$ cat src/rtl/eic_pkg.sv
package eic_pkg;

  // Edge test for one line on true levels.
  function automatic logic line_edge(input logic cur, input logic prev,
                                     input logic rise_sel);
    logic hit;
    if (rise_sel) hit = cur & ~prev;
    else          hit = ~cur & prev;
    return hit;
  endfunction

  // Next value of one event bit: write-zero-clears, edge wins over clear.
  function automatic logic evt_next(input logic old_bit, input logic hit_bit,
                                    input logic wr_here, input logic keep_bit);
    logic nb;
    nb = old_bit;
    if (wr_here) nb = old_bit & keep_bit;
    return nb | hit_bit;
  endfunction

endpackage

$ cat src/rtl/eic_edge_detect.sv
module eic_edge_detect #(
  parameter int LINES = 24
) (
  input  logic             clk,
  input  logic             rst_n,
  input  logic [LINES-1:0] pin_lvl,
  input  logic [LINES-1:0] edge_dir,
  input  logic [LINES-1:0] arm,
  output logic [LINES-1:0] edge_ev
);
  import eic_pkg::*;

  logic [LINES-1:0] prev_q;
  logic             primed_q;
  logic [LINES-1:0] raw_hit;

  always_ff @(posedge clk) begin
    if (!rst_n) begin
      prev_q   <= '0;
      primed_q <= 1'b0;
    end else begin
      prev_q   <= pin_lvl;
      primed_q <= 1'b1;
    end
  end

  for (genvar i = 0; i < LINES; i++) begin : g_line
    assign raw_hit[i] = line_edge(pin_lvl[i], prev_q[i], edge_dir[i]);
  end

  assign edge_ev = primed_q ? (raw_hit & arm) : '0;

endmodule

$ cat src/rtl/eic_id_bank.sv
module eic_id_bank #(
  parameter int BYTE_W    = 8,
  parameter int NUM_BYTES = 3,
  parameter int SEL_W     = (NUM_BYTES > 1) ? $clog2(NUM_BYTES) : 1,
  localparam int LINES    = BYTE_W * NUM_BYTES
) (
  input  logic              clk,
  input  logic              rst_n,
  input  logic [LINES-1:0]  edge_ev,
  input  logic              clr_we,
  input  logic [SEL_W-1:0]  clr_sel,
  input  logic [BYTE_W-1:0] clr_data,
  output logic [LINES-1:0]  id_q
);
  import eic_pkg::*;

  for (genvar k = 0; k < NUM_BYTES; k++) begin : g_byte
    logic wr_here;
    assign wr_here = clr_we && (clr_sel == SEL_W'(k));
    for (genvar j = 0; j < BYTE_W; j++) begin : g_bit
      always_ff @(posedge clk) begin
        if (!rst_n) id_q[k*BYTE_W+j] <= 1'b0;
        else id_q[k*BYTE_W+j] <= evt_next(id_q[k*BYTE_W+j], edge_ev[k*BYTE_W+j],
                                          wr_here, clr_data[j]);
      end
    end
  end

endmodule

$ cat src/rtl/eic_pend_summary.sv
module eic_pend_summary #(
  parameter int BYTE_W    = 8,
  parameter int NUM_BYTES = 3,
  localparam int LINES    = BYTE_W * NUM_BYTES
) (
  input  logic [LINES-1:0]     id_q,
  output logic [NUM_BYTES-1:0] pend
);
  for (genvar k = 0; k < NUM_BYTES; k++) begin : g_sum
    assign pend[k] = |id_q[k*BYTE_W +: BYTE_W];
  end
endmodule

$ cat src/rtl/edge_irq_capture.sv
module edge_irq_capture #(
  parameter int BYTE_W    = 8,
  parameter int NUM_BYTES = 3,
  localparam int LINES    = BYTE_W * NUM_BYTES,
  localparam int SEL_W    = (NUM_BYTES > 1) ? $clog2(NUM_BYTES) : 1
) (
  input  logic                 clk,
  input  logic                 rst_n,
  input  logic [LINES-1:0]     pin_lvl,
  input  logic [LINES-1:0]     edge_dir,
  input  logic [LINES-1:0]     arm,
  input  logic                 clr_we,
  input  logic [SEL_W-1:0]     clr_sel,
  input  logic [BYTE_W-1:0]    clr_data,
  output logic [LINES-1:0]     evt_id,
  output logic [NUM_BYTES-1:0] evt_pend,
  output logic                 irq
);
  logic [LINES-1:0] edge_ev;

  eic_edge_detect #(.LINES(LINES)) u_det (
    .clk(clk), .rst_n(rst_n), .pin_lvl(pin_lvl), .edge_dir(edge_dir),
    .arm(arm), .edge_ev(edge_ev)
  );

  eic_id_bank #(.BYTE_W(BYTE_W), .NUM_BYTES(NUM_BYTES), .SEL_W(SEL_W)) u_bank (
    .clk(clk), .rst_n(rst_n), .edge_ev(edge_ev), .clr_we(clr_we),
    .clr_sel(clr_sel), .clr_data(clr_data), .id_q(evt_id)
  );

  eic_pend_summary #(.BYTE_W(BYTE_W), .NUM_BYTES(NUM_BYTES)) u_sum (
    .id_q(evt_id), .pend(evt_pend)
  );

  assign irq = (evt_id != '0);

endmodule

$ cat config.mk
export PLATFORM = sky130hd
export DESIGN_NAME = edge_irq_capture
export DESIGN_NICKNAME = d
export VERILOG_FILES = /design/src/rtl/eic_pkg.sv /design/src/rtl/eic_edge_detect.sv /design/src/rtl/eic_id_bank.sv /design/src/rtl/eic_pend_summary.sv /design/src/rtl/edge_irq_capture.sv
export SDC_FILE = /design/constraint.sdc
export NUM_CORES = 1
export LEC_CHECK = 0
export ABC_AREA = 1
export ABC_CLOCK_PERIOD_IN_PS = 1140
export BUFFER_PORTS_ARGS = -buffer_cell sky130_fd_sc_hd__buf_2
export CAP_MARGIN = 20
export CORE_ASPECT_RATIO = 1.1
export CORE_UTILIZATION = 47
export DETAILED_ROUTE_END_ITERATION = 8
export PLACE_DENSITY = 0.8
export REMOVE_ABC_BUFFERS = 1
export SETUP_SLACK_MARGIN = 0.05
export SLEW_MARGIN = 0
export SYNTH_ARGS = -nofsm -noshare
export SYNTH_HDL_FRONTEND = slang
export SYNTH_SLANG_ARGS = --single-unit
$ cat constraint.sdc
create_clock -name clk -period 1.14 [get_ports clk]
set_clock_uncertainty 0.05 [all_clocks]
set_input_delay 0.228 -clock clk [delete_from_list [all_inputs] [get_ports clk]]
set_output_delay 0.228 -clock clk [all_outputs]
set_load 0.02 [all_outputs]
==> impl_metrics.toml <==
[clock_network]
hold_buffers = 0
root_buffer = "clkbuf_8"
path_clk_slew_ns = 0.09
clock_sinks = 49
clock_tree.htree_level_count = 2
clockBufferDepth = 2
cts_tree = "yes"
cts_buffers = 5
clkLatencyLatePin_ns = 0.30

[worst_setup_path]
required_ns = 0.86
cp-end-kind = "primary output"
crit_fanout = 2
critical_path_arrival_ns = 1.21
crit_type = "flip-flop to primary output"
start_kind = "flip-flop"

[route]
drt-wirelength-per-cell_um = 11.25
vias = 2785
firstDrtPassIters = 4
vias_per_cell = 4.696
ant_nets = 0
drc = 0
drtIter0Drc = 101
routed_wl_mm = 6.669

[sta]
rsz0062_at_grt = "yes"
hold_ws_ns = 0.08025
hold_violations = 0
relSlewSlack_pct = 78.23
fin_crit_sh_pct = 130.7
setup_violations = 17
fmax_mhz = 670.9
period_needed_ns = 1.491
worst_slew_pin_slew_ns = 0.3262
slew_viol_final = 0
fin_ws_ns = -0.3505

[finish]
layoutNonFillerInstCount = 593
fill_cells = 382
drive_gt1_share_pct = 36.64
multi_input_area_sq_um = 1180
antenna_cells = 0
area_delta_synth_final_pct = 51.50
regArea_sq_um = 1012
mostFrequentLayoutCells = "149 x nand2_1, 84 x buf_2, 79 x inv_1"
final_cell_area_sq_um = 3802
final_common_cell = "nand2_1"
fin_nets = 619

[grt]
grt_max_degree = 26
grt_pass1_vias = 2610
grt_pass1_wl_mm = 10.76
antenna_found_initial = 0
grt_remaining_overflow = 0
track_usage_pct = 24.05

[synth]
yosys.cell_types.count = 15
muxShareOfSynthArea_pct = 0
syn-cell-area_sq_um = 2510
synth_warnings = 0
seq_area_frac_synth_pct = 39.08
synth_fa_ha_area_share_pct = 0
syn_avg_cell_area_sq_um = 6.436
synthXorXnorAreaFrac_pct = 0
syn-instance-count = 390
ys_ff_latch = 49
synth_top_family_by_area = "simple AND/OR/NAND/NOR gates"
synth_compound_area_share_pct = 11.52
synthSimpleGateAreaFrac_pct = 34.20

[floorplanning]
ios = 113
start_util_pct = 49.53
die_h_um = 78.65
die_area_sq_um = 5637
placementRows = 27
core-area_sq_um = 5067
die_x_um = 71.68

[place]
post-dp-hpwl_mm = 4.968
placed_cell_area_sq_um = 3323
io_buffer_count = 112
post-place-ws_ns = -0.007504
dp.cells = 580
gp_congestion = 0.7843

[pwr]
power_leakage_uw = 0.002155
power_density_nw_per_um2 = 1094
max-vdd-ir-drop_uv = 811.1

[flow_run]
maxCapViolCount = 0

[worst_hold_path]
min_path_type = "input pin to flip-flop"

[outcome]
violations = "setup timing"
status = "finished with violations"
## cells by family (layout without fill, tap and decap cells)
logic type / after synthesis / after routing
AO/OA/AOI/OAI: 45 / 45
flip-flops: 49 / 49
buffers and inverters: 95 / 240
AND/OR/NAND/NOR: 201 / 201
## power by group
part | switching (uW) | internal (uW)
Sequential | 45.9 | 1810
Clock | 565 | 716
Combinational | 519 | 505
Total | 1130 | 3030
## flip-flops by register name (all words and copies together) (netlist names)
register	flops
u_det.primed_q	1
u_det.prev_q	24
u_bank.id_q	24
## critical path: stages, from the launching register on
cell     delay, ns
dfxtp_2       0.33
nor2_1        0.09
nand2_1       0.08
nor2_2        0.16
nand3_1       0.10
buf_6         0.14
## layout make-up
class                   count  share of cell area (%)
clock buffers               7                   2.270
clock inverters             1                  0.7897
inverters                  87                   8.588
multi-input cells         246                   31.03
flip-flops and latches     49                   26.62
well taps                  58                   1.909
repair buffers            145                   28.79
## per-stage QoR
step	power, uW	util (%)	setup TNS (ns)
after floorplan	2307	-	0
after global placement	2701	65.58	0
after detailed placement	2729	65.58	-0.007504
after CTS	4100	73.04	-1.350
after global routing	4368	75.04	-2.659
final	4160	75.04	-1.589
## cells in the mapped netlist (all sizes together)
library cell    n  share of area (%)
nand2         150                 22
nand3b          3                2.4
clkinv          7                1.0
nand3          30                6.0
inv            80                 12
nor2           18                3.4
a21oi          24                5.2
dfxtp          49                 39
o21bai         21                6.3
buf             8                2.2
## layer usage
| layer | vias up | share of wire [%] | GRT usage (%) |
|---|---|---|---|
| li1 | 1452 | - | - |
| met1 | 1221 | 41 | 27.19 |
| met2 | 101 | 50 | 43.68 |
| met3 | 11 | 7.0 | 6.804 |
| met4 | 0 | 1.2 | 6.471 |
| met5 | - | 0 | 0 |
## path summary, 6_finish.rpt
path,from,end,slack [ns],cells past startpoint
setup reg to reg,u_det.primed_q$_DFF_P_,u_bank.id_q[23]$_SDFF_PN0_,0.15,5
setup / recovery,u_bank.id_q[9]$_SDFF_PN0_,irq,-0.35,5
hold reg to reg,u_bank.id_q[20]$_SDFF_PN0_,u_bank.id_q[20]$_SDFF_PN0_,0.45,2
hold / removal,pin_lvl[9],u_det.prev_q[9]$_SDFF_PN0_,0.08,3
## what timing repair did
action | 4_1_cts | 5_1_grt
endpoints found under the setup margin | 28 | 33
setup buffers | 4 | 6
hold endpoints to repair | 0 | 0
pin swaps | 0 | 11
resized for setup | 92 | 26
gates cloned | 0 | 0
(Power assumes the default switching activity.)
